## src/rtl/coff_pkg.sv

```systemverilog
package coff_pkg;
  // width able to hold values 0..maxv
  function automatic int cnt_w(int maxv);
    return (maxv < 2) ? 1 : $clog2(maxv + 1);
  endfunction

  function automatic int imax(int a, int b);
    return (a > b) ? a : b;
  endfunction
endpackage

```

## src/rtl/coff_tick.sv

```systemverilog
module coff_tick #(
  parameter int DIV = 50
) (
  input  logic clk,
  input  logic rst,
  output logic tick_o
);
  import coff_pkg::*;

  generate
    if (DIV <= 1) begin : g_pass
      assign tick_o = 1'b1;
    end else begin : g_div
      localparam int PW = cnt_w(DIV - 1);
      logic [PW-1:0] pc;

      always_ff @(posedge clk) begin
        if (rst) pc <= '0;
        else if (pc == PW'(DIV - 1)) pc <= '0;
        else pc <= pc + 1'b1;
      end

      assign tick_o = (pc == PW'(DIV - 1));

      AST_TICK_GAP: assert property (@(posedge clk) disable iff (rst)
        tick_o |=> !tick_o);
    end
  endgenerate
endmodule

```

## src/rtl/coff_timer.sv

```systemverilog
module coff_timer #(
  parameter int LOAD = 20,
  parameter int W    = 5
) (
  input  logic         clk,
  input  logic         rst,
  input  logic         tick_i,
  input  logic         load_i,
  output logic [W-1:0] cnt_o,
  output logic         busy_o
);
  always_ff @(posedge clk) begin
    if (rst) begin
      cnt_o  <= '0;
      busy_o <= 1'b0;
    end else if (load_i) begin
      cnt_o  <= W'(LOAD);
      busy_o <= (LOAD != 0);
    end else if (tick_i && cnt_o != '0) begin
      cnt_o  <= cnt_o - 1'b1;
      busy_o <= (cnt_o != W'(1));
    end
  end

  AST_DEC_STEP: assert property (@(posedge clk) disable iff (rst)
    (tick_i && !load_i && cnt_o != '0) |=> (cnt_o == $past(cnt_o) - 1'b1));

  AST_LOAD_VAL: assert property (@(posedge clk) disable iff (rst)
    load_i |=> (cnt_o == W'(LOAD)));
endmodule

```

## src/rtl/coff_fold.sv

```systemverilog
module coff_fold #(
  parameter int TEMP_W    = 8,
  parameter int LIM_W     = 8,
  parameter int LIM_NOM   = 65,
  parameter int LIM_MIN   = 25,
  parameter int FOLD_LO_C = 160,
  parameter int FOLD_HI_C = 175
) (
  input  logic              clk,
  input  logic              rst,
  input  logic [TEMP_W-1:0] temp_i,
  output logic [LIM_W-1:0]  lim_o,
  output logic              ot_o
);
  localparam int FRAC = 8;
  localparam int SPAN_T = FOLD_HI_C - FOLD_LO_C;
  localparam int SPAN_L = LIM_NOM - LIM_MIN;
  localparam logic [31:0] SLOPE = 32'((SPAN_L << FRAC) / SPAN_T);
  localparam logic [31:0] HALF  = 32'(1 << (FRAC - 1));

  logic [TEMP_W-1:0] dt;
  logic [31:0]       prod, drop;
  logic [LIM_W-1:0]  lim_n;
  logic              hot;

  always_comb begin
    hot  = (temp_i >= TEMP_W'(FOLD_HI_C));
    dt   = (temp_i > TEMP_W'(FOLD_LO_C)) ? (temp_i - TEMP_W'(FOLD_LO_C)) : '0;
    prod = {{(32-TEMP_W){1'b0}}, dt} * SLOPE;
    drop = (prod + HALF) >> FRAC;
    if (hot || drop >= 32'(SPAN_L)) lim_n = LIM_W'(LIM_MIN);
    else                            lim_n = LIM_W'(LIM_NOM) - drop[LIM_W-1:0];
  end

  always_ff @(posedge clk) begin
    if (rst) begin
      lim_o <= LIM_W'(LIM_NOM);
      ot_o  <= 1'b0;
    end else begin
      lim_o <= lim_n;
      ot_o  <= hot;
    end
  end

  AST_LIM_RANGE: assert property (@(posedge clk) disable iff (rst)
    (lim_o >= LIM_W'(LIM_MIN)) && (lim_o <= LIM_W'(LIM_NOM)));

  AST_OT_MIN: assert property (@(posedge clk) disable iff (rst)
    ot_o |-> (lim_o == LIM_W'(LIM_MIN)));

  AST_COOL_NOM: assert property (@(posedge clk) disable iff (rst)
    (temp_i <= TEMP_W'(FOLD_LO_C)) |=> (lim_o == LIM_W'(LIM_NOM)));
endmodule

```

## src/rtl/coff_limiter.sv

```systemverilog
module coff_limiter #(
  parameter int CLK_MHZ     = 50,
  parameter int OFF_US      = 20,
  parameter int BLANK_US    = 16,
  parameter int CHOP_MIN_US = 50,
  parameter int TEMP_W      = 8,
  parameter int LIM_W       = 8,
  parameter int LIM_NOM     = 65,
  parameter int LIM_MIN     = 25,
  parameter int FOLD_LO_C   = 160,
  parameter int FOLD_HI_C   = 175
) (
  input  logic              clk,
  input  logic              rst,
  input  logic              act_i,
  input  logic              oc_i,
  input  logic              sc_hs_i,
  input  logic              sc_ls_i,
  input  logic [TEMP_W-1:0] temp_i,
  output logic              inhibit_o,
  output logic [1:0]        sc_req_o,
  output logic              ot_req_o,
  output logic [LIM_W-1:0]  lim_code_o
);
  import coff_pkg::*;

  localparam int PERIOD_US = imax(CHOP_MIN_US, OFF_US);
  localparam int OFF_W     = cnt_w(OFF_US);
  localparam int PER_W     = cnt_w(PERIOD_US);
  localparam int BLK_W     = cnt_w(BLANK_US);

  logic             us_tick;
  logic             accept;
  logic             off_busy, per_busy, blk_busy;
  logic [OFF_W-1:0] off_cnt;
  logic [PER_W-1:0] per_cnt;
  logic [BLK_W-1:0] blk_cnt;
  logic             sc_open;

  coff_tick #(.DIV(CLK_MHZ)) u_tick (
    .clk(clk), .rst(rst), .tick_o(us_tick)
  );

  // a new off-time needs both the off-time and the chop period finished
  assign accept = oc_i && !off_busy && !per_busy;

  coff_timer #(.LOAD(OFF_US), .W(OFF_W)) u_off (
    .clk(clk), .rst(rst), .tick_i(us_tick), .load_i(accept),
    .cnt_o(off_cnt), .busy_o(off_busy)
  );

  coff_timer #(.LOAD(PERIOD_US), .W(PER_W)) u_per (
    .clk(clk), .rst(rst), .tick_i(us_tick), .load_i(accept),
    .cnt_o(per_cnt), .busy_o(per_busy)
  );

  coff_timer #(.LOAD(BLANK_US), .W(BLK_W)) u_blank (
    .clk(clk), .rst(rst), .tick_i(us_tick), .load_i(act_i),
    .cnt_o(blk_cnt), .busy_o(blk_busy)
  );

  assign inhibit_o = off_busy;

  // short flags pass only outside the blanking window and not on a strobe
  assign sc_open = !blk_busy && !act_i;

  always_ff @(posedge clk) begin
    if (rst) sc_req_o <= 2'b00;
    else     sc_req_o <= {sc_ls_i, sc_hs_i} & {2{sc_open}};
  end

  coff_fold #(
    .TEMP_W(TEMP_W), .LIM_W(LIM_W), .LIM_NOM(LIM_NOM), .LIM_MIN(LIM_MIN),
    .FOLD_LO_C(FOLD_LO_C), .FOLD_HI_C(FOLD_HI_C)
  ) u_fold (
    .clk(clk), .rst(rst), .temp_i(temp_i),
    .lim_o(lim_code_o), .ot_o(ot_req_o)
  );

  AST_NO_RESTART: assert property (@(posedge clk) disable iff (rst)
    (off_cnt != '0 && !us_tick) |=> (off_cnt == $past(off_cnt)));

  AST_PERIOD_GAP: assert property (@(posedge clk) disable iff (rst)
    $rose(inhibit_o) |-> ($past(per_cnt) == '0));

  AST_BLANK_MASK: assert property (@(posedge clk) disable iff (rst)
    (blk_cnt != '0) |=> (sc_req_o == 2'b00));

  AST_STROBE_MASK: assert property (@(posedge clk) disable iff (rst)
    act_i |=> (sc_req_o == 2'b00));
endmodule

```

## config.mk

```make
export PLATFORM = sky130hd
export DESIGN_NAME = coff_limiter
export DESIGN_NICKNAME = d
export VERILOG_FILES = /design/src/rtl/coff_pkg.sv /design/src/rtl/coff_tick.sv /design/src/rtl/coff_timer.sv /design/src/rtl/coff_fold.sv /design/src/rtl/coff_limiter.sv
export SDC_FILE = /design/constraint.sdc
export NUM_CORES = 1
export LEC_CHECK = 0
export CAP_MARGIN = 30
export CORE_MARGIN = 2
export CORE_UTILIZATION = 40
export CTS_BUF_LIST = sky130_fd_sc_hd__clkbuf_8 sky130_fd_sc_hd__clkbuf_16
export CTS_CLUSTER_DIAMETER = 200
export DETAILED_ROUTE_END_ITERATION = 8
export PLACE_DENSITY = 0.65
export SYNTH_ARGS = -nofsm -noshare
export SYNTH_HDL_FRONTEND = slang
export SYNTH_SLANG_ARGS = --single-unit
export TNS_END_PERCENT = 50
```

## constraint.sdc

```tcl
create_clock -name clk -period 7.3 [get_ports clk]
set_input_delay 1.095 -clock clk [delete_from_list [all_inputs] [get_ports clk]]
set_output_delay 1.095 -clock clk [all_outputs]
set_load 0.01 [all_outputs]
```

==> results of run 1 <==
-- through the flow --
step / hold WS (ns) / instance area, µm² / util
floorplan: 0.434 / 3230 / -
CTS: 0.479 / 3680 / 0.474
finish: 0.473 / 3680 / 0.474
global route: 0.532 / 3680 / 0.474
detailed placement: 0.464 / 3590 / 0.462
global placement: 0.452 / 3590 / 0.462
-- logic make-up (layout without fill, tap and decap cells) --
logic type	count (synthesis)	in the layout
xor+xnor	26	26
buf+inv	39	67
simple gates	124	124
fa+ha+maj	56	56
other cells	1	1
flops	36	36
compound gates	85	85
mux	4	4
-- worst max-delay path by stage --
stage,to,cells past startpoint
2_1_floorplan,u_fold.lim_o[5],19
3_3_place_gp,u_fold.lim_o[5],19
3_5_place_dp,u_fold.lim_o[5],19
4_1_cts,u_fold.lim_o[5],19
5_1_grt,u_fold.lim_o[5],19
6_report,u_fold.lim_o[5],19
-- critical path: cells and delay by family --
family,cells,cell delay (ns)
buf+inv,3,0.64
simple gates,5,1.58
fa+ha+maj,5,2.00
compound gates,6,1.65
-- placed cells by master, fill, tap and decap left out, types with 6 or more instances in the layout --
cell type and n:
nand2_1 25, inv_1 34, clkdlybuf4s50_1 25, xnor2_1 14, nor2_1 28, dfxtp_1 36
o21ai_0 13, a21oi_1 15, clkbuf_8 7, xor2_1 12, fa_1 10, a211oi_1 6
nor3_1 17, and2_1 9, ha_1 46, nand3_1 12
-- layer usage --
layer	GRT usage	vias up	wire, µm
met3	0.0185	9	198
met4	0.0399	0	76
met5	0	-	0
met1	0.193	1261	3210
met2	0.249	37	2860
li1	-	1405	-
-- final cells by class --
class / instances / area [µm²]
Inverter: 34 / 128
Clock buffer: 7 / 96.3
Multi-Input combinational cell: 296 / 2350
Tap cell: 102 / 128
Fill cell: 763 / 4080
Sequential cell: 36 / 721
Timing Repair Buffer: 26 / 258
-- power by group through the flow --
stage	logic (mW)	clock network (mW)	registers, mW
2_1_floorplan	0.254	0	0.231
3_3_place_gp	0.341	0	0.226
3_5_place_dp	0.345	0	0.226
4_1_cts	0.348	0.154	0.222
5_1_grt	0.389	0.163	0.223
6_report	0.348	0.150	0.222
-- state kept, by name, indices dropped and copies added, names as in the netlist --
| register | count |
|---|---|
| u_blank.cnt_o | 5 |
| u_per.cnt_o | 6 |
| u_tick.g_div.pc | 6 |
| u_fold.ot_o | 1 |
| u_blank.busy_o | 1 |
| u_off.cnt_o | 5 |
| sc_req_o | 2 |
| u_per.busy_o | 1 |
| u_off.busy_o | 1 |
| u_fold.lim_o | 8 |
==> out/results.txt, run 1 <==
startpoint types: primary input
clock power share: 0.208
Worst-Skew Late Latency: 0.28 ns
layout cells sized above 1: 0.0752
main combinational cell family by area after synthesis: adder cells
Initial DRC Count: 86
CTS tree: built
TNS Setup: 0 ns
Int Pwr: 0.448 mW
grt ovf: 0
FF-to-FF path depth: 7
Area Overhead vs Synth: 14.1%
RSZ-0062 raised after global routing: false
Top FF cell, synth: dfxtp_1
reg2reg setup slack: 5.16 ns
crit path kind: primary input to flip-flop
largest net degree at the start of global routing: 20
Rel. slew slack: 0.459
Max VDD drop: 0.0000798 V
worst hold path startpoint: u_tick.g_div.pc[0]
worst hold stages: 1
Critical Path Start: temp_i[0]
Core Footprint: 7770 µm²
asr flop ratio synth: 0
Seq/Total Area, Yosys: 0.223
drt first pass iters: 4
setup repair bufs after CTS: 0
PnR worst setup slack: 0.488 ns
worst slack at placement: 0.175 ns
Synth Area in Compound Gates: 0.206
vias per cell: 5.41
multiplexer area fraction after synthesis: 0.0132
Mapped Nets: 441
critical path's slowest cell: or4_4
combinational share of power: 0.484
period utilization: 0.933
MaxCap Viol Count: 0
total CTS buffers: 5
Tightest Pin Transition: 0.808 ns
final setup vio count: 0
commonest cells in the synthesized netlist: ha_1, dfxtp_1, inv_1
startpoint of the worst register-to-register path: u_tick.g_div.pc[4]
Post-synth EDFFs: 0
global-route wire length before repair: 10600 µm
status: finished clean
WL final: 6340 µm
leakage: 1.62 nW
total power: 0.719 mW
PortBufs: 25
Avg Inst Size Synth: 8.70 µm²
vias in the first global route: 2437
Simple-Gate Fraction of Synth Area: 0.198
Placed Cells: 494
CTS clk-pin slew, worst paths: 0.06 ns
fmax: 147 MHz
Starting Density: 0.416
CTS Buffer Depth: 2
max incr delay on CP: 0.54 ns
Synth top area share: 0.223
top-count cell post-synth: ha_1
Final Critical Period: 6.81 ns
Die H: 93.9 µm
hpwl dp: 5140 µm
CP max FO: 10
Yosys reg bits: 36
switching share of power: 0.377
Total GRT Usage: 0.146
clock skew: 0.00366 ns
CTS H-tree depth: 2
die area: 8810 µm²
Post-CTS Resized: 0
post-route DRC violation count: 0
Setup crit end kind: flip-flop
gpl congestion: 0.831
reg-to-reg endpoint: u_per.cnt_o[5]
Routed wire per std cell: 12.7 µm
initial antenna violation count: 0
worst-path cell chain: clkdlybuf4s50_1, or4_1, o21ai_0, nand2_1, and3_1, ha_1, inv_1, fa_1, inv_1, fa_1, fa_1, ha_1, a211oi_4, o21bai_2, a22oi_1, nand2_1, or4_4, a221o_1, a2111oi_2
Hold Crit Endpoint: u_tick.g_div.pc[0]
post-synthesis adder-cell area fraction: 0.240
unique cell type count in the Yosys netlist: 64
fin cells: 501
pwr dens: 195 nW/µm²
final net count: 469
most area-hungry cell type in the Yosys netlist: dfxtp_1
FP Rows: 32
clock sink total: 36
register share of total power: 0.308
endpoints failing hold: 0
top cells by area, synth: dfxtp_1, ha_1, fa_1, inv_1, xnor2_1
fin. max-slew vios: 0
worst hold-check path type: flip-flop to flip-flop
antenna-violating nets left: 0
via count: 2712
# IOs: 26
Post-Synth XOR/XNOR Area: 0.0705
Top cell by count, worst path: fa_1
Die Width: 93.9 µm
Cell Area, Synth: 3230 µm²
Arr. time, crit path: 6.99 ns
root buf cell: clkbuf_8
CTS hold repair buffers: 0
YS warnings: 0
ant diodes: 0
Req. time, crit path: 7.47 ns
post-synthesis cell count: 371
sw power: 0.271 mW
(Power assumes the default switching activity.)
==> run 2: changes to the inputs <==
--- a/config.mk
+++ b/config.mk
@@ -5,6 +5,7 @@
 export SDC_FILE = /design/constraint.sdc
 export NUM_CORES = 1
 export LEC_CHECK = 0
+export ABC_AREA = 0
 export CAP_MARGIN = 30
 export CORE_MARGIN = 2
 export CORE_UTILIZATION = 40
==> results of run 2 <==
Same layout as run 1: the final DEF is identical, and so are final timing and power.
==> run 3: changes to the inputs <==
--- a/config.mk
+++ b/config.mk
@@ -7,7 +7,7 @@
 export LEC_CHECK = 0
 export ABC_AREA = 0
 export CAP_MARGIN = 30
-export CORE_MARGIN = 2
+export CORE_MARGIN = 5
 export CORE_UTILIZATION = 40
 export CTS_BUF_LIST = sky130_fd_sc_hd__clkbuf_8 sky130_fd_sc_hd__clkbuf_16
 export CTS_CLUSTER_DIAMETER = 200
==> run 3 against run 2 <==
Wire length is 0.49% higher. First-iteration DRC count rose by 55%. Final cell count rose by 0.20%. Hold slack worse by 0.0012 ns. Clock power is 14% higher. Global-route usage is 1.1 points lower. Setup slack got worse by 0.017 ns. Count of clock-buffer cells in the layout down 2. Non-clock buffer count stayed put. Die area rose by 13%. Critical endpoint unchanged.
==> out/results.txt, run 3 (same netlist as run 1, synthesis figures left out) <==
CP max FO: 10 (unchanged)
vias per cell: 5.35 (-1.2%)
drt first pass iters: 4 (unchanged)
max reg flops: 8 (unchanged)
WL final: 6370 µm (+0.49%)
RSZ-0062 raised after global routing: false
via count: 2684 (-1.0%)
CTS Buffer Depth: 2 (unchanged)
combinational share of power: 0.471 (-0.013)
total CTS buffers: 5 (unchanged)
vias in the first global route: 2661 (+9.2%)
ant diodes: 0 (unchanged)
Initial DRC Count: 133 (+55%)
final net count: 469 (unchanged)
final core occ: 0.474 (-0.000509)
grt ovf: 0 (unchanged)
Area Overhead vs Synth: 14.5%
switching share of power: 0.373 (-0.00431)
reg2reg setup slack: 5.15 ns (about the same)
antenna-violating nets left: 0 (unchanged)
Buf+Inv Stages, Crit Path: 3 (unchanged)
Tightest Pin Transition: 0.736 ns (-0.0718 ns)
status: finished clean
register name with the most flops: u_fold.lim_o
critical path's slowest cell: or4_4
Total GRT Usage: 0.135 (-0.0109)
endpoints failing hold: 0 (unchanged)
pwr dens: 200 nW/µm² (+2.6%)
clock skew: 0.00756 ns (+0.00390 ns)
final setup vio count: 0 (unchanged)
Worst-Skew Late Latency: 0.28 ns (about the same)
die area: 9970 µm² (+13%)
gpl congestion: 0.793 (-4.5%)
sw power: 0.276 mW (+1.9%)
most frequent cells in the layout: ha_1, dfxtp_1, inv_1, nor2_1
clock power share: 0.230 (+0.022)
Routed wire per std cell: 12.7 µm (+0.29%)
TNS Setup: 0 ns (unchanged)
hpwl dp: 5310 µm (+3.2%)
crit path kind: primary input to flip-flop
max incr delay on CP: 0.54 ns (about the same)
period utilization: 0.935 (+0.00227)
Rel. slew slack: 0.507 (+0.0480)
Req. time, crit path: 7.47 ns (about the same)
PnR worst setup slack: 0.471 ns (-0.0166 ns)
CTS clk-pin slew, worst paths: 0.07 ns (about the same)
Arr. time, crit path: 7.00 ns (about the same)
worst slack at placement: 0.194 ns (+0.0195 ns)
# IOs: 26 (unchanged)
post-route DRC violation count: 0 (unchanged)
CP top delay family: adder cells
CTS hold repair buffers: 0 (unchanged)
commonest non-fill, non-tap cell in the layout: ha_1
Starting Density: 0.414 (-0.00213)
Max VDD drop: 0.0000876 V (+9.7%)
largest net degree at the start of global routing: 20 (unchanged)
root buf cell: clkbuf_8
Int Pwr: 0.465 mW (+3.8%)
Final Critical Period: 6.83 ns (+0.0166 ns)
global-route wire length before repair: 11500 µm (+7.8%)
register share of total power: 0.298 (-0.010)
fmax: 146 MHz (-0.24%)
MaxCap Viol Count: 0 (unchanged)
leakage: 1.62 nW (+0.24%)
initial antenna violation count: 0 (unchanged)
worst-path cell chain: clkdlybuf4s50_1, or4_1, o21ai_0, nand2_1, and3_1, ha_1, inv_1, fa_1, inv_1, fa_1, fa_1, ha_1, a211oi_4, o21bai_2, a22oi_1, nand2_1, or4_4, a221o_1, a2111oi_2
setup repair bufs after CTS: 0 (unchanged)
PortBufs: 25 (unchanged)
startpoint types: primary input
worst hold-check path type: flip-flop to flip-flop
Top cell by count, worst path: fa_1
fin. max-slew vios: 0 (unchanged)
CTS H-tree depth: 2 (unchanged)
Core Footprint: 7810 µm² (+0.52%)
CTS tree: built
FP Rows: 32 (unchanged)
clock sink total: 36 (unchanged)
Die H: 99.9 µm (+6.4%)
layout cells sized above 1: 0.0775 (+0.00231)
Setup crit end kind: flip-flop
largest registers: u_fold.lim_o: 8 flops, u_per.cnt_o: 6 flops, u_tick.g_div.pc: 6 flops
Die Width: 99.9 µm (+6.4%)
Post-CTS Resized: 0 (unchanged)
[run 3: per-layer routing]
layer,global-route usage,vias to the layer above,wire length [µm]
met5,0,-,0
met4,0.0315,0,59
met3,0.0195,6,241
met2,0.238,49,2960
met1,0.174,1224,3110
li1,-,1405,-
[run 3: path summary, 6_finish.rpt]
kind	from	endpoint	cells past startpoint
hold / removal	u_tick.g_div.pc[0]	u_tick.g_div.pc[0]	1
setup reg to reg	u_tick.g_div.pc[4]	u_per.cnt_o[5]	7
hold reg to reg	u_tick.g_div.pc[0]	u_tick.g_div.pc[0]	1
setup / recovery	temp_i[0]	u_fold.lim_o[5]	19
[run 3: layout make-up]
class                   count  area, µm²
multi-input cells         296       2350
well taps                 102        128
fillers                   779       4110
flip-flops and latches     36        721
clock buffers               5       68.8
clock inverters             3       42.5
inverters                  34        128
repair buffers             26        258
[run 3: power by group through the flow]
stage	logic (mW)	registers, mW	clock network, mW
floorplan	0.254	0.231	0
global route	0.394	0.223	0.183
global placement	0.341	0.225	0
detailed placement	0.346	0.226	0
finish	0.349	0.221	0.171
CTS	0.349	0.221	0.175
[run 3: metrics by stage]
step / std cells / power [mW] / hold slack [ns] / instance area [µm²]
after floorplan: 371 / 0.485 / 0.434 / 3230
after global placement: 494 / 0.567 / 0.451 / 3590
after detailed placement: 494 / 0.571 / 0.459 / 3590
after CTS: 502 / 0.746 / 0.477 / 3700
after global routing: 502 / 0.800 / 0.523 / 3700
final: 502 / 0.741 / 0.471 / 3700
